[src/rtl/ep0_in_pkg.sv]
package ep0_in_pkg;
    localparam int REG_W  = 32;
    localparam int FNUM_W = 4;
    localparam int MPS_W  = 2;
    localparam int BYTES_W = 7;

    localparam int B_EN    = 31;
    localparam int B_DIS   = 30;
    localparam int B_SNAK  = 27;
    localparam int B_CNAK  = 26;
    localparam int B_FNUM  = 22;
    localparam int B_STALL = 21;
    localparam int B_NAK   = 17;
    localparam int B_ACT   = 15;

    typedef enum logic [1:0] {
        RESP_ACK   = 2'd0,
        RESP_DATA  = 2'd1,
        RESP_NAK   = 2'd2,
        RESP_STALL = 2'd3
    } resp_e;

    typedef struct packed {
        logic              en;
        logic              dis;
        logic              stall;
        logic              nak;
        logic [FNUM_W-1:0] fnum;
        logic [MPS_W-1:0]  mps;
    } ep_state_t;

    typedef struct packed {
        logic              set_en;
        logic              req_dis;
        logic              set_stall;
        logic              set_nak;
        logic              clr_nak;
        logic [FNUM_W-1:0] fnum;
        logic [MPS_W-1:0]  mps;
    } wr_cmd_t;

    function automatic wr_cmd_t decode_wr(logic [REG_W-1:0] d);
        wr_cmd_t c;
        c.set_en    = d[B_EN];
        c.req_dis   = d[B_DIS];
        c.set_stall = d[B_STALL];
        c.set_nak   = d[B_SNAK];
        c.clr_nak   = d[B_CNAK];
        c.fnum      = d[B_FNUM +: FNUM_W];
        c.mps       = d[MPS_W-1:0];
        return c;
    endfunction

    function automatic logic [REG_W-1:0] pack_rd(ep_state_t s);
        logic [REG_W-1:0] r;
        r = '0;
        r[B_EN]                = s.en;
        r[B_DIS]               = s.dis;
        r[B_FNUM +: FNUM_W]    = s.fnum;
        r[B_STALL]             = s.stall;
        r[B_NAK]               = s.nak;
        r[B_ACT]               = 1'b1;
        r[MPS_W-1:0]           = s.mps;
        return r;
    endfunction

    function automatic logic [BYTES_W-1:0] mps_bytes(logic [MPS_W-1:0] code);
        return BYTES_W'(64) >> code;
    endfunction
endpackage

[src/rtl/ep0_reg_state.sv]
module ep0_reg_state
    import ep0_in_pkg::*;
(
    input  logic             clk,
    input  logic             rst,
    input  logic             wr_en,
    input  logic [REG_W-1:0] wr_data,
    input  logic             setup_rcvd,
    input  logic             xfer_done,
    output ep_state_t        st,
    output logic             dis_fire,
    output logic             done_fire
);
    wr_cmd_t   cmd;
    ep_state_t nx;

    assign cmd       = decode_wr(wr_data);
    assign dis_fire  = st.dis;
    assign done_fire = st.en & xfer_done;

    always_comb begin
        nx = st;
        if (wr_en) begin
            nx.fnum = cmd.fnum;
            nx.mps  = cmd.mps;
            if (cmd.set_en)              nx.en    = 1'b1;
            if (cmd.set_stall)           nx.stall = 1'b1;
            if (cmd.req_dis && st.en)    nx.dis   = 1'b1;
            if (cmd.set_nak)             nx.nak   = 1'b1;
            else if (cmd.clr_nak)        nx.nak   = 1'b0;
        end
        if (setup_rcvd) begin
            nx.nak   = 1'b1;
            nx.stall = 1'b0;
        end
        if (dis_fire) begin
            nx.en  = 1'b0;
            nx.dis = 1'b0;
        end
        if (done_fire) nx.en = 1'b0;
    end

    always_ff @(posedge clk) begin
        if (rst) st <= '0;
        else     st <= nx;
    end


    setup_nak_chk: assert property (@(posedge clk) disable iff (rst)
        setup_rcvd |=> (st.nak && !st.stall));


    dis_ignored_chk: assert property (@(posedge clk) disable iff (rst)
        (wr_en && wr_data[B_DIS] && !st.en) |=> !st.dis);


    strobe_pri_chk: assert property (@(posedge clk) disable iff (rst)
        (wr_en && wr_data[B_SNAK] && wr_data[B_CNAK]) |=> st.nak);
endmodule

[src/rtl/ep0_resp_sel.sv]
module ep0_resp_sel
    import ep0_in_pkg::*;
(
    input  logic      clk,
    input  logic      rst,
    input  logic      in_token,
    input  logic      setup_rcvd,
    input  logic      fifo_has_data,
    input  logic      global_np_in_nak,
    input  logic      global_out_nak,
    input  ep_state_t st,
    output logic      resp_valid,
    output resp_e     resp_code
);
    resp_e pick;
    logic  any_nak;

    assign any_nak = st.nak | global_np_in_nak | global_out_nak;

    always_comb begin
        if (setup_rcvd)                      pick = RESP_ACK;
        else if (st.stall)                   pick = RESP_STALL;
        else if (any_nak)                    pick = RESP_NAK;
        else if (st.en && fifo_has_data)     pick = RESP_DATA;
        else                                 pick = RESP_NAK;
    end

    always_ff @(posedge clk) begin
        if (rst) begin
            resp_valid <= 1'b0;
            resp_code  <= RESP_ACK;
        end else begin
            resp_valid <= in_token | setup_rcvd;
            resp_code  <= pick;
        end
    end


    stall_wins_chk: assert property (@(posedge clk) disable iff (rst)
        (in_token && !setup_rcvd && st.stall) |=> (resp_valid && resp_code == RESP_STALL));


    setup_ack_chk: assert property (@(posedge clk) disable iff (rst)
        setup_rcvd |=> (resp_valid && resp_code == RESP_ACK));
endmodule

[src/rtl/ep0_irq_delay.sv]
module ep0_irq_delay (
    input  logic clk,
    input  logic rst,
    input  logic fire,
    output logic pulse
);
    logic cleared_q;

    always_ff @(posedge clk) begin
        if (rst) begin
            cleared_q <= 1'b0;
            pulse     <= 1'b0;
        end else begin
            cleared_q <= fire;
            pulse     <= cleared_q;
        end
    end


    pulse_single_chk: assert property (@(posedge clk) disable iff (rst)
        pulse |=> !pulse);
endmodule

[src/rtl/ep0_in_ctrl.sv]
module ep0_in_ctrl
    import ep0_in_pkg::*;
#(
    parameter int N_IRQ = 2
) (
    input  logic               clk,
    input  logic               rst,
    input  logic               reg_wr_en,
    input  logic [REG_W-1:0]   reg_wr_data,
    output logic [REG_W-1:0]   reg_rd_data,
    input  logic               in_token,
    input  logic               setup_rcvd,
    input  logic               fifo_has_data,
    input  logic               xfer_done,
    input  logic               global_np_in_nak,
    input  logic               global_out_nak,
    output logic               resp_valid,
    output logic [1:0]         resp_code,
    output logic               tx_enable,
    output logic               intr_ep_disabled,
    output logic               intr_xfer_done,
    output logic [BYTES_W-1:0] max_pkt_bytes
);
    ep_state_t        st;
    logic             dis_fire;
    logic             done_fire;
    resp_e            code_e;
    logic [N_IRQ-1:0] fires;
    logic [N_IRQ-1:0] pulses;

    ep0_reg_state u_state (
        .clk(clk), .rst(rst), .wr_en(reg_wr_en), .wr_data(reg_wr_data),
        .setup_rcvd(setup_rcvd), .xfer_done(xfer_done),
        .st(st), .dis_fire(dis_fire), .done_fire(done_fire)
    );

    ep0_resp_sel u_resp (
        .clk(clk), .rst(rst), .in_token(in_token), .setup_rcvd(setup_rcvd),
        .fifo_has_data(fifo_has_data), .global_np_in_nak(global_np_in_nak),
        .global_out_nak(global_out_nak), .st(st),
        .resp_valid(resp_valid), .resp_code(code_e)
    );

    assign fires = {done_fire, dis_fire};

    for (genvar i = 0; i < N_IRQ; i++) begin : g_irq
        ep0_irq_delay u_irq (.clk(clk), .rst(rst), .fire(fires[i]), .pulse(pulses[i]));
    end

    assign resp_code        = code_e;
    assign reg_rd_data      = pack_rd(st);
    assign tx_enable        = st.en;
    assign intr_ep_disabled = pulses[0];
    assign intr_xfer_done   = pulses[N_IRQ-1];
    assign max_pkt_bytes    = mps_bytes(st.mps);


    en_clear_first_chk: assert property (@(posedge clk) disable iff (rst)
        intr_xfer_done |-> $past(!tx_enable));


    dis_clear_first_chk: assert property (@(posedge clk) disable iff (rst)
        intr_ep_disabled |-> $past(!tx_enable && !reg_rd_data[B_DIS]));
endmodule

[config.mk]
export PLATFORM = sky130hd
export DESIGN_NAME = ep0_in_ctrl
export DESIGN_NICKNAME = d
export VERILOG_FILES = /design/src/rtl/ep0_in_pkg.sv /design/src/rtl/ep0_reg_state.sv /design/src/rtl/ep0_resp_sel.sv /design/src/rtl/ep0_irq_delay.sv /design/src/rtl/ep0_in_ctrl.sv
export SDC_FILE = /design/constraint.sdc
export NUM_CORES = 1
export LEC_CHECK = 0
export BUFFER_PORTS_ARGS = -buffer_cell sky130_fd_sc_hd__buf_4
export CAP_MARGIN = 30
export CORE_ASPECT_RATIO = 1.25
export CORE_MARGIN = 2
export CORE_UTILIZATION = 36
export CTS_BUF_LIST = sky130_fd_sc_hd__clkbuf_4
export CTS_CLUSTER_SIZE = 28
export DETAILED_ROUTE_END_ITERATION = 8
export PLACE_DENSITY = 0.81
export SLEW_MARGIN = 0
export SYNTH_ARGS = -nofsm -noshare
export SYNTH_HDL_FRONTEND = slang
export SYNTH_SLANG_ARGS = --single-unit
[constraint.sdc]
create_clock -name clk -period 1 [get_ports clk]
set_input_delay 0.05 -clock clk [delete_from_list [all_inputs] [get_ports clk]]
set_output_delay 0.05 -clock clk [all_outputs]
set_load 0.005 [all_outputs]
=== Word-level counts from Yosys, hierarchy flattened ===
Cells that the tools add are included.

* Register bits after elaboration: 17
* Word-level logic and storage cells: 35
* Input bits: 41
* Output and inout bits: 45

* Shift-type cells: 1
* Multiplexer cells: 7
* Bitwise gates (word level): 4
* Reduce and logical (&&, ||, !) cells: 11

{| class="wikitable"
|+ Operator list
! kind !! count
|-
| $reduce_and A2 Y1 || 4
|-
| $mux W7 || 1
|-
| $shr A7 B2 Y7 const A || 1
|-
| $mux W2 || 3
|-
| $reduce_or A2 Y1 || 2
|-
| $mux W1 || 3
|-
| $or A1 B1 Y1 || 3
|-
| $reduce_bool A3 Y1 || 1
|-
| $reduce_or A3 Y1 || 1
|-
| $logic_and A1 B1 Y1 || 2
|-
| $reduce_bool A2 Y1 || 1
|-
| $and A1 B1 Y1 || 1
|}

=== Depth between registers and ports, before layout ===
* Depth after elaboration: 4
* Gate-level depth with buffers: 3
* Depth with buffers taken out: 2

=== Modules after synthesis ===
Synthesis repeated with hierarchy kept, for this count alone.

* Cell total of the unflattened synthesis: 86
* Area, all modules: 837.1 um2

{| class="wikitable"
|+ By module, submodules not included
! module !! area each (um2) !! times used !! sequential area each (um2) !! cells an instance
|-
| ep0_reg_state || 390.4 || 1 || 200.2 || 36
|-
| ep0_in_ctrl || 229.0 || 1 || 0.0 || 32
|-
| ep0_resp_sel || 112.6 || 1 || 60.1 || 10
|-
| ep0_irq_delay || 52.6 || 2 || 40.0 || 4
|}

=== Worst setup path after synthesis ===
Ideal clock, no wire load.

* Kind: register to register
* From: register, netlist name u_state.st[9]
* To: register u_resp.resp_code[1]
* Data arrival time: 728 ps
* Library setup time: 135 ps
* Cell stages (with the launch flop): 3
* Period minus slack after synthesis: 863 ps
* Path slack: 137 ps
* Cell sequence: dfxtp_1 -> nor3b_1 -> a311oi_1

* Longest elaborated chain between the ends: 4

{| class="wikitable"
|+ RTL lines
! item !! RTL line !! RTL
|-
| $logic_and A1 B1 Y1 || ep0_resp_sel.sv:24 || <nowiki>else if (st.en && fifo_has_data) pick = RESP_DATA;</nowiki>
|-
| $mux W2 || ep0_resp_sel.sv:24 ||
|-
| $mux W2 || ep0_resp_sel.sv:23 || <nowiki>else if (any_nak) pick = RESP_NAK;</nowiki>
|-
| $mux W2 || ep0_resp_sel.sv:22 || <nowiki>else if (st.stall) pick = RESP_STALL;</nowiki>
|-
| end signal, assigned || ep0_resp_sel.sv:34 || <nowiki>resp_code <= pick;</nowiki>
|-
| end, declared || ep0_resp_sel.sv:13 || <nowiki>output resp_e resp_code</nowiki>
|}

No other way between the ends.
A chain may end at the register's enable or synchronous reset.

=== Worst setup path in the final report ===
* From: register, netlist name u_state.st[0]
* To: output max_pkt_bytes[5]

* Longest elaborated chain between the ends: 1

{| class="wikitable"
|+ RTL lines
! item !! RTL line !! RTL
|-
| $shr A7 B2 Y7 || ep0_in_pkg.sv:68 || <nowiki>return BYTES_W'(64) >> code;</nowiki>
|-
| end, declared || ep0_in_ctrl.sv:22 || <nowiki>output logic [BYTES_W-1:0] max_pkt_bytes</nowiki>
|}

No other way between the ends.

==> results_dict.tcl <==
set metrics [dict create \
    area_delta_synth_final_pct 38.43 \
    clockPowerShare 0.258 \
    syn_area_per_cell_um2 9.693 \
    cp_data_required_time_ns 0.95 \
    antenna_found_initial 0 \
    crit_path_start_kind "flop" \
    synth_cells 87 \
    cp_num_buf_inv 1 \
    register_area_um2 347.8 \
    grt_first_pass_wirelength_um 2283 \
    io_pins 86 \
    overflow 0 \
    die_w_um 47.29 \
    clk_latency_ns 0.28 \
    hold_violations 0 \
    netSwitchingFraction 0.2407 \
    cts_sinks 17 \
    post-route-min-period_ns 0.9631 \
    multiInputGateArea_um2 369.1 \
    rows 19 \
    grtUsageTotal 0.1154 \
    diodes 0 \
    finish.instance_area_mm2 0.001167 \
    dp_hpwl_um 1236 \
    drive_above_1_share 0.4015 \
    wl_um 1659 \
    cp.depth 2 \
    initial_utilization 0.3814 \
    p_int_mw 1.005 \
    rsz0062_at_grt "true" \
    fp.dieArea_mm2 0.002748 \
    critPathMaxStageDelay_ns 0.37 \
    status "finished, final reports clean" \
    reg2reg_depth 2 \
    cts_tree "done" \
    cap_violations 0 \
    syn_area_um2 843.3 \
    vdd_ir_drop_max_mv 0.6441 \
    synth_xor_area_frac 0 \
    nets 174 \
    slew_violations 0 \
    crit_slowest_cell "dfxtp_4" \
    cts_buffers 3 \
    synth_compound_area_frac 0.06528 \
    powerDensity_mw_per_mm2 1134 \
    ys_ff_latch 17 \
    fp.coreArea_mm2 0.002211 \
    placed_area_mm2 0.001031 \
    finClkSkew_ns 0.003855 \
    first_pass_iters 3 \
    drc 0 \
    holdPathStages 3 \
    fp.dieH_um 58.11 \
    yosys.area_share.simple 0.1780 \
    sequentialPowerShare 0.548 \
    synthAdderAreaFrac 0 \
    root_buffer "clkbuf_4" \
    fillerInstances 214 \
    vias 644 \
    worst-path-max-fanout 6 \
    yosys_warnings 0 \
    cts.reportedPaths.clkPinSlew_ns 0.09 \
    cp.arrival_ns 0.91 \
    routedWlPerCell_um 10.18 \
    port_buffers 39 \
    fin_setup_tns_ns 0 \
    final_common_cell "buf_4" \
    ys_types 22 \
    first_global_vias 568 \
    cts_buffer_depth 2 \
    gp_congestion 0.6326 \
    seq_area_frac_synth 0.4036 \
    synth_top_family_by_area "buffers and inverters" \
    cp_cell_sequence "nor2b_2 -> buf_4" \
    viasPerCell 3.951 \
    p_leak_nw 0.5921 \
    final_cell_mix "buf_4 (39), conb_1 (25), dfxtp_1 (15), nor2_1 (11), dlygate4sd3_1 (8)" \
    synth.area.mux_share 0.07122 \
    p_comb_frac 0.194 \
    path_class "reg2out" \
    grt_max_degree 19 \
    endpoint_kind "primary output" \
    fin_crit_sh 0.9631 \
    p_switching_mw 0.3186 \
    fmax_ghz 1.038 \
    hold_path_class "in2reg" \
    antenna_left 0 \
    setup_viol 0 \
    cp_top_family "flip-flops" \
    h-tree-depth 1 \
    drt_iter0_markers 7 \
]
==> cells by family (layout without fill, tap and decap cells) <==
logic type	after synthesis	count (layout)
buf+inv	30	52
other cells	2	25
flops	17	17
compound gates	7	7
simple gates	25	25
mux	6	6
==> registers in the layout (all words and copies together), names as in the netlist <==
signal	count
u_resp.resp_code	2
g_irq.u_irq.pulse	2
g_irq.u_irq.cleared_q	2
u_state.st	9
u_state.dis_fire	1
u_resp.resp_valid	1
==> repair_timing <==
action,in CTS,in global routing
gates resized for setup,2,6
cloned,0,0
pin swaps,0,0
setup endpoints to repair,3,5
setup buffers,0,1
hold buffers,7,1
endpoints found under the hold margin,7,1
==> power groups by stage <==
| stage | Sequential (mW) | Clock, mW | Combinational, mW |
|---|---|---|---|
| 3_3_place_gp | 0.741 | 0 | 0.218 |
| 6_report | 0.725 | 0.342 | 0.257 |
| 4_1_cts | 0.728 | 0.367 | 0.246 |
| 2_1_floorplan | 0.742 | 0 | 0.173 |
| 5_1_grt | 0.730 | 0.401 | 0.282 |
| 3_5_place_dp | 0.743 | 0 | 0.224 |
==> per-stage QoR <==
stage	std cells	worst slack [ns]	util	hold WS, ns	power (mW)
floorplan	110	0.1370	-	0.1268	0.9150
global placement	150	0.03341	0.4663	0.2590	0.9591
detailed placement	150	0.01158	0.4663	0.2657	0.9667
CTS	161	0.00009737	0.5116	0.01185	1.342
global route	163	-0.01746	0.5280	0.003614	1.413
finish	163	0.03686	0.5280	0.02225	1.324
==> worst register-to-register path: cells and delay by family (launching register included) <==
family / cells / cell delay (ns)
compound gates: 1 / 0.12
flops: 1 / 0.42
simple gates: 1 / 0.24
==> final cells by class <==
type                       instances  area share
tap                               31     0.03323
timing repair buffer              48      0.3290
clock inverter                     1    0.004287
sequential                        17      0.2980
clock buffer                       3     0.01929
multi-input combinational         63      0.3162
==> Yosys cell counts <==
library cell / n / area [µm²]
buf_4: 27 / 202.7
dfxtp_1: 17 / 340.3
nor2_1: 11 / 41.29
mux2i_1: 6 / 60.06
a21oi_1: 3 / 15.01
nor2b_1: 3 / 18.77
and2b_1: 2 / 15.01
buf_6: 2 / 22.52
conb_1: 2 / 7.510
nor4b_2: 2 / 30.03
a211oi_2: 1 / 12.51
a21bo_2: 1 / 10.01
a22o_1: 1 / 8.760
a311oi_1: 1 / 8.760
and2_1: 1 / 6.260
and3b_1: 1 / 8.760
buf_2: 1 / 5.000
nand2_1: 1 / 3.750
nand2b_1: 1 / 6.260
nand3b_1: 1 / 7.510
nor3_1: 1 / 5.000
nor3b_1: 1 / 7.510
==> routing by layer <==
metal / routed length [µm] / track usage / vias to the layer above
li1: - / - / 321
met1: 576 / 0.1233 / 288
met2: 918 / 0.2085 / 35
met3: 163 / 0.03115 / 0
met4: 0 / 0.03571 / 0
met5: 0 / 0 / -
==> worst paths after layout <==
kind                                       start                              end  slack (ns)
max                   u_state.st[0]$_SDFFE_PP0P_                 max_pkt_bytes[5]        0.04
min                              reg_wr_data[25]       u_state.st[5]$_SDFFE_PP0P_        0.02
max reg2reg           u_state.st[9]$_SDFFE_PP0P_   u_resp.resp_code[1]$_SDFF_PP0_        0.10
min reg2reg  g_irq[0].u_irq.cleared_q$_SDFF_PP0_  g_irq[0].u_irq.pulse$_SDFF_PP0_        0.44
(Power assumes the default switching activity.)
